**src/rtl/burst_addr_pkg.sv**
```systemverilog
package burst_addr_pkg;
    typedef enum logic [1:0] {
        CMD_HOLD = 2'd0,
        CMD_STEP = 2'd1,
        CMD_LOAD = 2'd2
    } seq_cmd_e;
endpackage

```
**src/rtl/burst_ctl_decode.sv**
```systemverilog
module burst_ctl_decode
    import burst_addr_pkg::*;
(
    input  logic     strobe_a,
    input  logic     strobe_b,
    input  logic     adv,
    output seq_cmd_e cmd
);
    // Either strobe loads; a load outranks an advance.
    always_comb begin
        if (strobe_a || strobe_b) cmd = CMD_LOAD;
        else if (adv)             cmd = CMD_STEP;
        else                      cmd = CMD_HOLD;
    end
endmodule

```
**src/rtl/burst_order_map.sv**
```systemverilog
module burst_order_map #(
    parameter int LOW_W = 2
) (
    input  logic [LOW_W-1:0] start,
    input  logic [LOW_W-1:0] beat,
    input  logic             order_ilv,
    output logic [LOW_W-1:0] low
);
    logic [LOW_W-1:0] lin_low;
    logic [LOW_W-1:0] ilv_low;

    // Per-bit XOR for the interleaved order.
    for (genvar b = 0; b < LOW_W; b++) begin : g_ilv_bit
        assign ilv_low[b] = start[b] ^ beat[b];
    end

    // Modulo add for the linear order; the width truncation gives the wrap.
    assign lin_low = start + beat;

    always_comb begin
        low = order_ilv ? ilv_low : lin_low;
    end
endmodule

```
**src/rtl/burst_addr_seq.sv**
```systemverilog
module burst_addr_seq
    import burst_addr_pkg::*;
#(
    parameter int ADDR_W    = 16,
    parameter int BURST_LEN = 4
) (
    input  logic              clk,
    input  logic              rst_n,
    input  logic              strobe_a,
    input  logic              strobe_b,
    input  logic              adv,
    input  logic              order_ilv,
    input  logic [ADDR_W-1:0] addr_in,
    output logic [ADDR_W-1:0] word_addr
);
    localparam int LOW_W = $clog2(BURST_LEN);

    typedef struct packed {
        logic [ADDR_W-1:LOW_W] hi;
        logic [LOW_W-1:0]      start;
        logic [LOW_W-1:0]      beat;
        logic [LOW_W-1:0]      low;
    } seq_state_t;

    seq_state_t       st_d, st_q;
    seq_cmd_e         cmd;
    logic [LOW_W-1:0] beat_inc;
    logic [LOW_W-1:0] step_low;

    burst_ctl_decode u_decode (
        .strobe_a (strobe_a),
        .strobe_b (strobe_b),
        .adv      (adv),
        .cmd      (cmd)
    );

    assign beat_inc = st_q.beat + LOW_W'(1);

    burst_order_map #(.LOW_W(LOW_W)) u_order (
        .start     (st_q.start),
        .beat      (beat_inc),
        .order_ilv (order_ilv),
        .low       (step_low)
    );

    always_comb begin
        st_d = st_q;
        unique case (cmd)
            CMD_LOAD: begin
                st_d.hi    = addr_in[ADDR_W-1:LOW_W];
                st_d.start = addr_in[LOW_W-1:0];
                st_d.beat  = '0;
                st_d.low   = addr_in[LOW_W-1:0];
            end
            CMD_STEP: begin
                st_d.beat = beat_inc;
                st_d.low  = step_low;
            end
            default: ;
        endcase
    end

    always_ff @(posedge clk) begin
        if (!rst_n) st_q <= '0;
        else        st_q <= st_d;
    end

    assign word_addr = {st_q.hi, st_q.low};

    // ---------------- assertions ----------------
    logic load_in, just_loaded_q;
    assign load_in = strobe_a || strobe_b;

    always_ff @(posedge clk) begin
        if (!rst_n) just_loaded_q <= 1'b0;
        else        just_loaded_q <= load_in;
    end

    AST_LOAD_CAPTURE: assert property (@(posedge clk) disable iff (!rst_n)
        load_in |=> word_addr == $past(addr_in));

    AST_IDLE_HOLD: assert property (@(posedge clk) disable iff (!rst_n)
        (!load_in && !adv) |=> $stable(word_addr));

    AST_UPPER_KEEP: assert property (@(posedge clk) disable iff (!rst_n)
        !load_in |=> $stable(word_addr[ADDR_W-1:LOW_W]));

    AST_LIN_FIRST: assert property (@(posedge clk) disable iff (!rst_n)
        (just_loaded_q && !load_in && adv && !order_ilv)
        |=> word_addr[LOW_W-1:0] == $past(word_addr[LOW_W-1:0]) + LOW_W'(1));

    AST_ILV_FIRST: assert property (@(posedge clk) disable iff (!rst_n)
        (just_loaded_q && !load_in && adv && order_ilv)
        |=> word_addr[LOW_W-1:0] == ($past(word_addr[LOW_W-1:0]) ^ LOW_W'(1)));
endmodule

```
**config.mk**
```make
export PLATFORM = sky130hd
export DESIGN_NAME = burst_addr_seq
export DESIGN_NICKNAME = d
export VERILOG_FILES = /design/src/rtl/burst_addr_pkg.sv /design/src/rtl/burst_ctl_decode.sv /design/src/rtl/burst_order_map.sv /design/src/rtl/burst_addr_seq.sv
export SDC_FILE = /design/constraint.sdc
export NUM_CORES = 1
export LEC_CHECK = 0
export ABC_AREA = 1
export BUFFER_PORTS_ARGS = -buffer_cell sky130_fd_sc_hd__buf_2
export CORE_MARGIN = 4
export CORE_UTILIZATION = 46
export CTS_CLUSTER_DIAMETER = 120
export DETAILED_ROUTE_END_ITERATION = 6
export PLACE_DENSITY = 0.82
export SETUP_SLACK_MARGIN = 0.1
export SLEW_MARGIN = 40
export SYNTH_ARGS = -nofsm -noshare
export SYNTH_HDL_FRONTEND = slang
export SYNTH_SLANG_ARGS = --single-unit
```
**constraint.sdc**
```tcl
create_clock -name clk -period 1.35 [get_ports clk]
set_input_delay 0.0675 -clock clk [delete_from_list [all_inputs] [get_ports clk]]
set_output_delay 0.0675 -clock clk [all_outputs]
set_load 0.02 [all_outputs]
```
Yosys cells after proc, flatten, opt, wreduce, memory -nomap -nowiden
Index checks and enable logic that the tools add are counted.
W data, S select, Z words.
{ "classes": {"add_sub_neg": 2, "muxes": 4, "n_eq_ne": 2, "n_bitwise": 2, "reduce_logical": 2} }
{ "op_table": {"columns": ["cell", "n"], "rows": [
  ["$pmux W4 S2", 1],
  ["$mux W2", 2],
  ["$add A2 B1 Y2 const B", 1],
  ["$add A2 B2 Y2", 1],
  ["$eq A2 B1 Y1 const B", 1],
  ["$eq A2 B2 Y1 const B", 1],
  ["$reduce_bool A2 Y1", 1],
  ["$xor A1 B1 Y1", 2],
  ["$logic_or A1 B1 Y1", 1],
  ["$mux W1", 1]
]} }
{ "totals": {"word_cells": 16, "register_bits": 20, "input_bits": 22, "out_inout_bits": 16} }

Logic depth before layout (Yosys ltp)
Gate-level depths: netlist (run 1).
{ "logic_depth": {"word_depth": 4, "ltp_mapped": 8, "mapped_depth_nobuf": 8} }

By module
From an unflattened synthesis (run 1), not the netlist that was laid out.
{ "hier_totals": {"cells_unflattened": 139, "area_unflattened_um2": 999.7} }
{ "by_module_without_submodules": {"columns": ["module", "area_each_um2", "seq_area_each_um2", "cells_per_inst", "n_inst"], "rows": [
  ["burst_addr_seq", 908.4, 400.4, 119, 1],
  ["burst_order_map", 67.6, 0.0, 15, 1],
  ["burst_ctl_decode", 23.8, 0.0, 5, 1]
]} }

Worst setup path before layout (run 1)
Ideal clock, no wire load.
{ "synth_timing": {"path_kind": "flip-flop to flip-flop", "start": "register st_q[2] in the netlist's numbering", "end": "register st_q, in the netlist word_addr[1]", "setup_time_ps": 66, "period_less_slack_ps": 1023, "n_path_buf": 0, "required_time_ps": 1284, "slack_ps": 327, "stages_incl_launch_ff": 8, "arrival_time_ps": 957, "cell_sequence": "dfxtp_1 -> inv_1 -> ha_1 -> nand2_1 -> nand2_1 -> nand3_1 -> nand3_1 -> a21oi_2"} }
{ "synth_via": {"elab_chain_cells": 4, "elab_cells_between_ends": 5, "classes_between": "2 x add/sub; 2 x mux; 1 x bitwise"} }
{ "synth_lines": {"columns": ["element", "line", "rtl"], "rows": [
  ["start, declared", "burst_addr_seq.sv:25", "seq_state_t st_d, st_q;"],
  ["start signal, assigned", "burst_addr_seq.sv:65", "else st_q <= st_d;"],
  ["$add A2 B1 Y2 (*)", "burst_addr_seq.sv:37", "assign beat_inc = st_q.beat + LOW_W'(1);"],
  ["$add A2 B2 Y2 / $xor A1 B1 Y1 (equally long branches)", "burst_order_map.sv:18, burst_order_map.sv:14", null],
  ["$mux W2 (*)", "burst_order_map.sv:21", "low = order_ilv ? ilv_low : lin_low;"],
  ["$pmux W4 S2 (*)", "burst_addr_seq.sv:48", "unique case (cmd)"]
]} }
Mark *: on every way between the ends. The rest lies on a longest branch, timed or not.
A chain may end at the register's enable or synchronous reset.

Final worst setup path (run 1)
Ends and elaborated chain as after synthesis.

==> Flow_metrics.wiki, run 1 <==
{| class="wikitable"
! Metric !! Value
|-
| Run status || complete, no violations
|-
| DR DRC count || 0
|-
| Leakage power total || 0.5584 nW
|-
| Std cell rows || 15
|-
| Crit end category || flop
|-
| Worst path arrival time || 1.39 ns
|-
| Area of the core region || about 1800 um^2
|-
| Clock tree from TritonCTS || yes
|-
| Pre-CTS setup slack || 0.2097 ns
|-
| Total count of max-transition violations in the final report || 0
|-
| Buffers on Ports || 37
|-
| Sequential cell area fraction in the yosys report || 43.60%
|-
| Startpoint of the tightest hold check path || addr_in[3]
|-
| Post-synth net total || between 100 and 150
|-
| Number of I/O pins || 38
|-
| Final setup TNS || 0 ns
|-
| Top Family by Delay on Critical Path || flip-flops
|-
| Number of levels the H-tree was split into || 1
|-
| Peak ir drop on the vdd network || 583.7 uV
|-
| Layout cell share with drive strength beyond 1 || 34.01%
|-
| Net total in the final layout || 171
|-
| Number of DRC markers after the initial detailed-route iteration || 20
|-
| Rel. slew slack || 81.53%
|-
| Startpoint kind of the worst setup timing path || flop
|-
| Inserted Diodes || 0
|-
| Overflow after GRT || 0
|-
| Vias per std cell || 4.802
|-
| Peak fanout along the critical path || 4
|-
| Initial core utilization || 50.97%
|-
| Detail Route Antenna Nets || 0
|-
| Worst Setup SP || st_q[2]
|-
| Max capacitance violation total || 0
|-
| Worst skew pair latency || just under 0.3 ns
|-
| Wire length of the first global-routing pass || between 3000 and 4000 um
|-
| Overall fraction of global-route tracks in use || about 15%
|-
| Most common cell after layout, fill and taps aside || buf_2
|-
| Largest buffer count on any clock path || 2
|-
| Count of TritonRoute iterations in the first routing pass || 4
|-
| Time the worst path needs with I/O delays and setup || 1.150 ns
|-
| Register clock-pin slew on the reported worst setup and hold paths || 0.11 ns
|-
| Crit share post-route || 85.22%
|-
| Number of global-route vias before repair || ~690
|-
| Via total after detailed routing || 826
|-
| Half-perimeter wire length after detailed placement || approximately 1500 um
|-
| Unrepaired setup endpoints after global routing || false
|-
| Cells after Synth || 124
|-
| Startpoint of the lowest-slack register-to-register path || st_q[2]
|-
| Per-instance average area after synthesis || 7.406 um^2
|-
| Syn. warnings || 0
|-
| Hold Fails Final Rpt || 0
|-
| Number of flip-flops and latches in the synthesized netlist || 20
|-
| Pwr/cell area || 1147 nW/um^2
|-
| Initial antenna violation count || 0
|-
| Total buffers and inverters traversed by the critical path || 1
|-
| CTS Root Buffer Type || clkbuf_4
|-
| Synth-to-Final Area Change || 13.62%
|-
| Top library cells by usage in the layout, fill and taps aside || buf_2, nor2_1, dfxtp_1, nand2_1, o21ai_0
|-
| Critical Path Max Stage Delay || 0.37 ns
|-
| Gpl congestion || 0.7932
|-
| Post-CTS setup buffers || 0
|-
| Filler instances || 178
|-
| Maximum clock frequency || 869.2 MHz
|-
| Required time of the critical path || 1.59 ns
|-
| Wire length per cell after detailed routing || 11.77 um
|-
| Final Setup Violations || 0
|-
| Number of buffers created by CTS || 3
|-
| Final WS setup || 0.1995 ns
|-
| Total power after layout || 0.001197 W
|-
| Die H || ~53 um
|-
| Aggregate routed wire length || 2024 um
|-
| Netlist area before placement || approximately 920 um^2
|-
| Slowest cell on crit path || dfxtp_2
|-
| Type of the most critical hold path || in2reg
|-
| Cell-by-cell listing of the critical path || inv_1 > ha_1 > nand2_1 > nand2_1 > nand3_1 > nand3_1 > a21oi_2
|-
| Largest net degree at the start of global routing || 18
|-
| Floorplan die area || 2775 um^2
|-
| Crit Path Category || reg2reg
|-
| Unique cell type count in the Yosys netlist || 17
|-
| Worst clock skew on the final layout || 0.001397 ns
|-
| Hold buffers post-CTS || 0
|-
| Actual slew at the worst max-slew pin || 0.2763 ns
|-
| Die width || 52.68 um
|-
| Count of clock tree sinks || 20
|-
| Resize count post-CTS || 0
|}
-- through the flow --
stage	hold WS, ns	util, %	instance area [um^2]	instances
4_1_cts	0.01519	57.85	1042	172
3_5_place_dp	0.3229	55.83	1006	168
3_3_place_gp	0.3165	55.83	1006	168
2_1_floorplan	0.2032	-	918.4	124
6_report	0.01706	57.92	1044	172
5_1_grt	0.01553	57.92	1044	172
-- Yosys cell counts --
cell type	n	share of area [%]
o21ai_1	1	0.54
clkbuf_1	1	0.41
nand2_1	18	7.4
inv_2	2	0.82
ha_1	1	1.4
inv_1	8	3.3
dfxtp_1	20	44
a21oi_2	1	0.95
nand2_2	1	0.68
o21ai_0	14	7.6
nor2_4	2	2.5
nand3_1	4	2.2
inv_4	1	0.68
nor2_1	28	11
a21oi_1	4	2.2
buf_4	17	14
buf_2	1	0.54
-- final cells by class --
type | count | area (um^2) | area share [%]
sequential | 20 | 401.6 | 38.49
multi-input combinational | 74 | 337.8 | 32.37
timing repair buffer | 38 | 192.7 | 18.47
inverter | 11 | 43.79 | 4.197
clock buffer | 4 | 36.28 | 3.477
tap | 25 | 31.28 | 2.998
-- power by group --
part | switching [W] | internal, W
Clock | 0.000172 | 0.000164
Combinational | 0.000132 | 0.0000784
Sequential | 0.0000204 | 0.000630
-- flip-flops by register name, indices dropped and copies added, names as in the netlist --
signal / cells
word_addr: 16
st_q: 4
-- cells by family (layout without fill, tap and decap cells) --
group	Yosys count	count (layout)	share of synthesized area, %
simple gates	53	53	24.11
buf+inv	30	53	19.62
compound gates	20	20	11.31
flops	20	20	43.60
fa+ha+maj	1	1	1.362
-- worst paths after layout --
check | slack, ns | end | depth (start not counted)
max reg2reg | 0.20 | word_addr[1] | 7
min reg2reg | 0.46 | st_q[2] | 1
max | 0.20 | word_addr[1] | 7
min | 0.02 | word_addr[3] | 3
-- worst register-to-register path, delay by kind of cell (launching register included) --
kind | cells | cell delay [ns]
buf+inv | 1 | 0.07
flops | 1 | 0.37
simple gates | 4 | 0.32
fa+ha+maj | 1 | 0.23
compound gates | 1 | 0.11
-- routing by layer --
metal,up-vias,global-route usage [%],share of wire [%]
met5,-,0,0
met3,4,3.704,7.6
met4,0,5.106,1.1
met2,37,26.24,52
li1,416,-,-
met1,369,16.92,40
Power figures use the tool's default switching activity.
==> inputs of run 2 (changes only) <==
==> constraint.sdc (replaced) <==
create_clock -name clk -period 1.35 [get_ports clk]
set_input_delay 0 -clock clk [delete_from_list [all_inputs] [get_ports clk]]
set_output_delay 0 -clock clk [all_outputs]
set_load 0.02 [all_outputs]
==> Flow_metrics.wiki, run 2 (synthesized netlist as in run 1, its figures left out) <==
{| class="wikitable"
! Metric !! Value
|-
| Wire length per cell after detailed routing || 10.89 um (-7.4%)
|-
| Worst skew pair latency || 0.29 ns (about the same)
|-
| Count of clock tree sinks || 20 (unchanged)
|-
| Largest net degree at the start of global routing || 18 (unchanged)
|-
| Peak ir drop on the vdd network || 571.9 uV (-2.0%)
|-
| Pwr/cell area || 1021 nW/um^2 (-11%)
|-
| Register clock-pin slew on the reported worst setup and hold paths || 0.11 ns (about the same)
|-
| Global routing's busiest layer || met2
|-
| Via total after detailed routing || 848 (+2.7%)
|-
| Unrepaired setup endpoints after global routing || false
|-
| Peak fanout along the critical path || 4 (unchanged)
|-
| Aggregate routed wire length || 2048 um (+1.2%)
|-
| Internal portion of total power || 0.0009025 W (+3.4%)
|-
| Synth-to-Final Area Change || 31.06%
|-
| Met2 track utilization from global routing || 30.17% (+3.9 points)
|-
| Number of levels the H-tree was split into || 1 (unchanged)
|-
| Largest buffer count on any clock path || 2 (unchanged)
|-
| Initial core utilization || 50.97% (unchanged)
|-
| Count of TritonRoute iterations in the first routing pass || 4 (unchanged)
|-
| Time the worst path needs with I/O delays and setup || 1.116 ns (-0.03409 ns)
|-
| Crit end category || flop
|-
| Layout cell share with drive strength beyond 1 || 30.67% (-3.3 points)
|-
| Clock tree from TritonCTS || yes
|-
| Number of stages on the worst hold path || 4 (+1)
|-
| CTS Root Buffer Type || clkbuf_4
|-
| Type of the most critical hold path || in2reg
|-
| Total power after layout || 0.001229 W (+2.6%)
|-
| Final Setup Violations || 0 (unchanged)
|-
| Crit Path Category || reg2reg
|-
| Power spent charging and discharging nets || 0.0003261 W (+0.51%)
|-
| Area of the core region || 1802 um^2 (unchanged)
|-
| Vias per std cell || 4.511 (-6.1%)
|-
| Overflow after GRT || 0 (unchanged)
|-
| Placed Instance Area || 1006 um^2 (unchanged)
|-
| Register share of total power || 52.9% (-1.4 points)
|-
| Initial antenna violation count || 0 (unchanged)
|-
| Hold Fails Final Rpt || 0 (unchanged)
|-
| Met1 track demand over resource || 17.78% (+0.85 points)
|-
| Maximum clock frequency || 895.8 MHz (+3.1%)
|-
| Worst reg2reg setup slack || 0.23 ns (+0.03 ns)
|-
| Flip-flop count of the largest register, all copies and words added || 16 (unchanged)
|-
| Top library cells by usage in the layout, fill and taps aside || buf_2, nor2_1, dfxtp_1, nand2_1, dlygate4sd3_1
|-
| Die H || 52.68 um (unchanged)
|-
| Startpoint of the tightest hold check path || adv
|-
| Number of global-route vias before repair || 797 (+15%)
|-
| Buffers on Ports || 37 (unchanged)
|-
| Number of I/O pins || 38 (unchanged)
|-
| Most common cell after layout, fill and taps aside || buf_2
|-
| Worst clock skew on the final layout || 0.001946 ns (+0.0005494 ns)
|-
| Leakage power total || 0.6253 nW (+12%)
|-
| Std cell rows || 15 (unchanged)
|-
| Post-CTS setup buffers || 0 (unchanged)
|-
| Actual slew at the worst max-slew pin || 0.2547 ns (-0.02161 ns)
|-
| Max capacitance violation total || 0 (unchanged)
|-
| R2R cell count || 7 (unchanged)
|-
| Number of DRC markers after the initial detailed-route iteration || 16 (-20%)
|-
| End of the worst register-to-register path || word_addr[1]
|-
| DR DRC count || 0 (unchanged)
|-
| GR met3 Demand/Resource || 4.558% (+0.85 points)
|-
| Required time of the critical path || 1.58 ns (about the same)
|-
| Run status || complete, no violations
|-
| Die width || 52.68 um (unchanged)
|-
| Total count of max-transition violations in the final report || 0 (unchanged)
|-
| Clock Power Share || 27.2% (-0.9 points)
|-
| Gpl congestion || 0.7680 (-3.2%)
|-
| Fin area || 1204 um^2 (+15%)
|-
| Net total in the final layout || 187 (+9.4%)
|-
| Crit share post-route || 82.69% (-2.5 points)
|-
| Detail Route Antenna Nets || 0 (unchanged)
|-
| Worst Setup SP || st_q[2]
|-
| Wire length of the first global-routing pass || 3353 um (+10%)
|-
| Worst path arrival time || 1.35 ns (-0.04 ns)
|-
| Rel. slew slack || 83.02% (+1.5 points)
|-
| Hold Path Sink || st_q[2]
|-
| Inserted Diodes || 0 (unchanged)
|-
| Overall fraction of global-route tracks in use || 16.44% (+1.6 points)
|-
| Number of buffers created by CTS || 3 (unchanged)
|-
| Floorplan die area || 2775 um^2 (unchanged)
|-
| Proportion of total power due to net switching || 26.54% (-0.56 points)
|-
| Final setup TNS || 0 ns (unchanged)
|-
| Startpoint kind of the worst setup timing path || flop
|-
| Combinational power share || 19.8% (+2.2 points)
|-
| Half-perimeter wire length after detailed placement || 1401 um (-7.4%)
|-
| Startpoint of the lowest-slack register-to-register path || st_q[2]
|}
[run 2: cell count changes in the layout (fill, tap and decap cells not counted), sizes merged]
cell and change:
dlygate4sd3 +16
[run 2: what timing repair did]
action,CTS,global route
hold buffers,16,0
endpoints found under the setup margin,0,1
endpoints found under the hold margin,16,0
resized for setup,0,1
[run 2: final cells by class]
cell class	count	area, um^2
multi-input combinational	74	337.8
tap	25	31.28
sequential	20	401.6
timing repair buffer	54	352.8
inverter	11	43.79
fill	159	598.1
clock buffer	4	36.28
[run 2: metrics by stage]
| stage | hold slack [ns] | utilization, % | cells | worst slack [ns] |
|---|---|---|---|---|
| 6_report | 0.02448 | 66.81 | 188 | 0.2336 |
| 3_5_place_dp | 0.2561 | 55.83 | 168 | 0.2131 |
| 5_1_grt | 0.02920 | 66.81 | 188 | 0.1280 |
| 3_3_place_gp | 0.2468 | 55.83 | 168 | 0.3047 |
| 4_1_cts | 0.02796 | 66.74 | 188 | 0.1964 |
| 2_1_floorplan | 0.1357 | - | 124 | 0.3272 |
[run 2: power groups by stage]
| stage | registers (W) | logic, W | clock network, W |
|---|---|---|---|
| 6_report | 0.000651 | 0.000244 | 0.000334 |
| 5_1_grt | 0.000656 | 0.000269 | 0.000378 |
| 4_1_cts | 0.000650 | 0.000243 | 0.000345 |
| 3_5_place_dp | 0.000664 | 0.000207 | 0 |
| 3_3_place_gp | 0.000662 | 0.000202 | 0 |
| 2_1_floorplan | 0.000659 | 0.000175 | 0 |
[run 2: worst max path at each step]
stage               cells after the start  slack, ns      endpoint
floorplan                               7       0.33  word_addr[1]
global placement                        7       0.30  word_addr[1]
detailed placement                      7       0.21  word_addr[1]
CTS                                     7       0.20  word_addr[1]
global route                            7       0.13  word_addr[1]
finish                                  7       0.23  word_addr[1]
[run 2: critical path: stages, from the launching register on]
cell and delay [ns]:
dfxtp_2 0.37, inv_1 0.06, ha_1 0.20, nand2_1 0.07
nand2_1 0.06, nand3_1 0.08, nand3_1 0.09, a21oi_2 0.12
[run 2: metal layers]
layer	share of wire, %	wire (um)
met1	44	893
met5	0	0
met2	49	1012
met4	2.2	46
met3	4.6	95
==> inputs of run 3 (changes only) <==
CORE_UTILIZATION = 41   (was 46)
PLACE_DENSITY = 0.78   (was 0.82)
clock period = 0.9 ns   (was 1.35 ns; I/O delays follow)
==> Flow_metrics.wiki, run 3 (synthesized netlist as in run 1, its figures left out) <==
{| class="wikitable"
! Metric !! Value
|-
| Rel. slew slack || 83.63% (+0.61 points)
|-
| Run status || complete, but fails checks
|-
| Clock tree from TritonCTS || yes
|-
| Startpoint of the tightest hold check path || strobe_a
|-
| Proportion of total power due to net switching || 24.24% (-2.3 points)
|-
| Worst reg2reg setup slack || -0.13 ns (-0.37 ns)
|-
| Largest buffer count on any clock path || 2 (unchanged)
|-
| Floorplan die area || 3061 um^2 (+10%)
|-
| Flip-flop count of the largest register, all copies and words added || 16 (unchanged)
|-
| Power spent charging and discharging nets || 0.0005198 W (+59%)
|-
| Combinational power share || 20.3% (+0.5 points)
|-
| Hold Path Sink || st_q[4]
|-
| Aggregate routed wire length || 2226 um (+8.7%)
|-
| Hold Fails Final Rpt || 0 (unchanged)
|-
| Fin area || 1363 um^2 (+13%)
|-
| Final setup TNS || -0.2568 ns (-0.2568 ns)
|-
| Die H || 55.33 um (+5.0%)
|-
| Number of global-route vias before repair || 820 (+2.9%)
|-
| Placed Instance Area || 1030 um^2 (+2.4%)
|-
| Total count of max-transition violations in the final report || 0 (unchanged)
|-
| Overall fraction of global-route tracks in use || 14.68% (-1.8 points)
|-
| Synth-to-Final Area Change || 48.37%
|-
| Count of TritonRoute iterations in the first routing pass || 4 (unchanged)
|-
| Wire length of the first global-routing pass || 3615 um (+7.8%)
|-
| Number of I/O pins || 38 (unchanged)
|-
| Pwr/cell area || 1574 nW/um^2 (+54%)
|-
| Actual slew at the worst max-slew pin || 0.2455 ns (-0.009215 ns)
|-
| Register clock-pin slew on the reported worst setup and hold paths || 0.11 ns (about the same)
|-
| Placed cells || 171 (+1.8%)
|-
| Initial core utilization || 44.98% (-6.0 points)
|-
| Half-perimeter wire length after detailed placement || 1520 um (+8.5%)
|-
| Layout cell share with drive strength beyond 1 || 44.24% (+14 points)
|-
| Max capacitance violation total || 0 (unchanged)
|-
| Initial antenna violation count || 0 (unchanged)
|-
| Slowest cell on crit path || dfxtp_2
|-
| Largest net degree at the start of global routing || 18 (unchanged)
|-
| Crit end category || flop
|-
| Number of levels the H-tree was split into || 1 (unchanged)
|-
| Buffers on Ports || 37 (unchanged)
|-
| Time the worst path needs with I/O delays and setup || 1.034 ns (-0.08242 ns)
|-
| Leakage power total || 0.6641 nW (+6.2%)
|-
| Gpl congestion || 0.7778 (+1.3%)
|-
| Startpoint of the lowest-slack register-to-register path || st_q[2]
|-
| Top library cells by usage in the layout, fill and taps aside || nor2_1, buf_2, dlygate4sd3_1, nand2_1, dfxtp_2
|-
| Number of DRC markers after the initial detailed-route iteration || 17 (+1)
|-
| Startpoint kind of the worst setup timing path || flop
|-
| Number of stages on the worst hold path || 4 (unchanged)
|-
| Cell seen most often among critical-path stages || nand2_2
|-
| Sequential cell area in the final layout || 419.2 um^2 (+4.4%)
|-
| Worst skew pair latency || 0.30 ns (about the same)
|-
| Area of the core region || 2042 um^2 (+13%)
|-
| End of the worst register-to-register path || word_addr[1]
|-
| CTS Root Buffer Type || clkbuf_4
|-
| Die width || 55.33 um (+5.0%)
|-
| Filler instances || 170 (+6.9%)
|-
| Final WS setup || -0.1340 ns (-0.3676 ns)
|-
| Via total after detailed routing || 869 (+2.5%)
|-
| Final Setup Violations || 3 (+3)
|-
| Maximum clock frequency || 967.2 MHz (+8.0%)
|-
| Most common cell after layout, fill and taps aside || nor2_1
|-
| Peak ir drop on the vdd network || 1159 uV (+100%)
|-
| Required time of the critical path || 1.14 ns (-0.44 ns)
|-
| Wire length per cell after detailed routing || 11.59 um (+6.4%)
|-
| Cell-by-cell listing of the critical path || inv_2 > ha_4 > nand2_2 > nand2_2 > nand3_1 > nand3_2 > a21oi_2
|-
| Failing checks || setup timing
|-
| Worst clock skew on the final layout || 0.004627 ns (+0.002681 ns)
|-
| R2R cell count || 7 (unchanged)
|-
| Peak fanout along the critical path || 2 (-2)
|-
| Vias per std cell || 4.526 (+0.34%)
|-
| Detail Route Antenna Nets || 0 (unchanged)
|-
| Net total in the final layout || 189 (+1.1%)
|-
| Inserted Diodes || 0 (unchanged)
|-
| Overflow after GRT || 0 (unchanged)
|-
| Count of clock tree sinks || 20 (unchanged)
|-
| Clock Power Share || 33.3% (+6.1 points)
|-
| Std cell rows || 16 (+1)
|-
| Unrepaired setup endpoints after global routing || true
|-
| Crit Path Category || reg2reg
|-
| Layout Cells excl Fill || 192 (+2.1%)
|-
| Type of the most critical hold path || in2reg
|-
| Number of buffers created by CTS || 3 (unchanged)
|-
| Worst path arrival time || 1.28 ns (-0.07 ns)
|-
| Worst Setup SP || st_q[2]
|-
| Critical Path Max Stage Delay || 0.37 ns (about the same)
|-
| DR DRC count || 0 (unchanged)
|-
| Register share of total power || 46.3% (-6.6 points)
|-
| Internal portion of total power || 0.001625 W (+80%)
|-
| Multi-input combinational cell area || 367.9 um^2 (+8.9%)
|-
| Crit share post-route || 114.9% (+32 points)
|}
[run 3: how the worst max path moves through the flow]
| stage | slack, ns | end |
|---|---|---|
| 6_report | -0.13 | word_addr[1] |
| 3_3_place_gp | -0.05 | word_addr[1] |
| 4_1_cts | -0.15 | word_addr[1] |
| 3_5_place_dp | -0.13 | word_addr[1] |
| 2_1_floorplan | -0.06 | word_addr[1] |
| 5_1_grt | -0.20 | word_addr[1] |
[run 3: cell type report]
class                           count  share of cell area, %
Timing Repair Buffer               56                  32.69
Sequential cell                    20                  30.76
Tap cell                           27                  2.479
Clock inverter                      1                  2.204
Multi-Input combinational cell     74                  27.00
Inverter                           11                  3.214
Clock buffer                        3                  1.653
[run 3: critical path, delay by kind of cell (launching register included)]
| kind | cells | cell delay (ns) |
|---|---|---|
| adders and majority gates | 1 | 0.16 |
| buffers and inverters | 1 | 0.05 |
| and+or+nand+nor | 4 | 0.29 |
| AOI/OAI and AO/OA | 1 | 0.11 |
| DFF | 1 | 0.37 |
[run 3: per-layer routing]
layer,part of all wire [%],routed length [um],vias to the layer above,global-route usage [%]
li1,-,-,453,-
met1,41,904,372,15.01
met2,51,1135,37,26.18
met3,5.7,127,7,4.895
met4,2.7,59,0,7.639
met5,0,0,-,0
[run 3: timing repair]
item,CTS,global route
endpoints found under the hold margin,16,0
resized for setup,22,23
pin swaps,6,4
setup endpoints to repair,16,20
hold buffers,16,0
setup buffers,1,0
[run 3: power groups by stage]
stage	Combinational [W]	Sequential (W)	Clock, W
after global routing	0.000476	0.00100	0.000757
after floorplan	0.000266	0.000991	0
final	0.000435	0.000994	0.000715
after CTS	0.000409	0.000982	0.000731
after global placement	0.000312	0.000993	0
after detailed placement	0.000323	0.000996	0
[run 3: stage by stage]
step	total power (W)	setup WS [ns]	utilization, %	hold slack (ns)
detailed placement	0.001319	-0.1288	50.43	0.2588
CTS	0.002122	-0.1457	63.85	-0.004258
global route	0.002234	-0.2003	66.73	0.02768
finish	0.002145	-0.1340	66.73	0.01028
global placement	0.001305	-0.05327	50.43	0.2490
floorplan	0.001257	-0.05886	-	0.1343
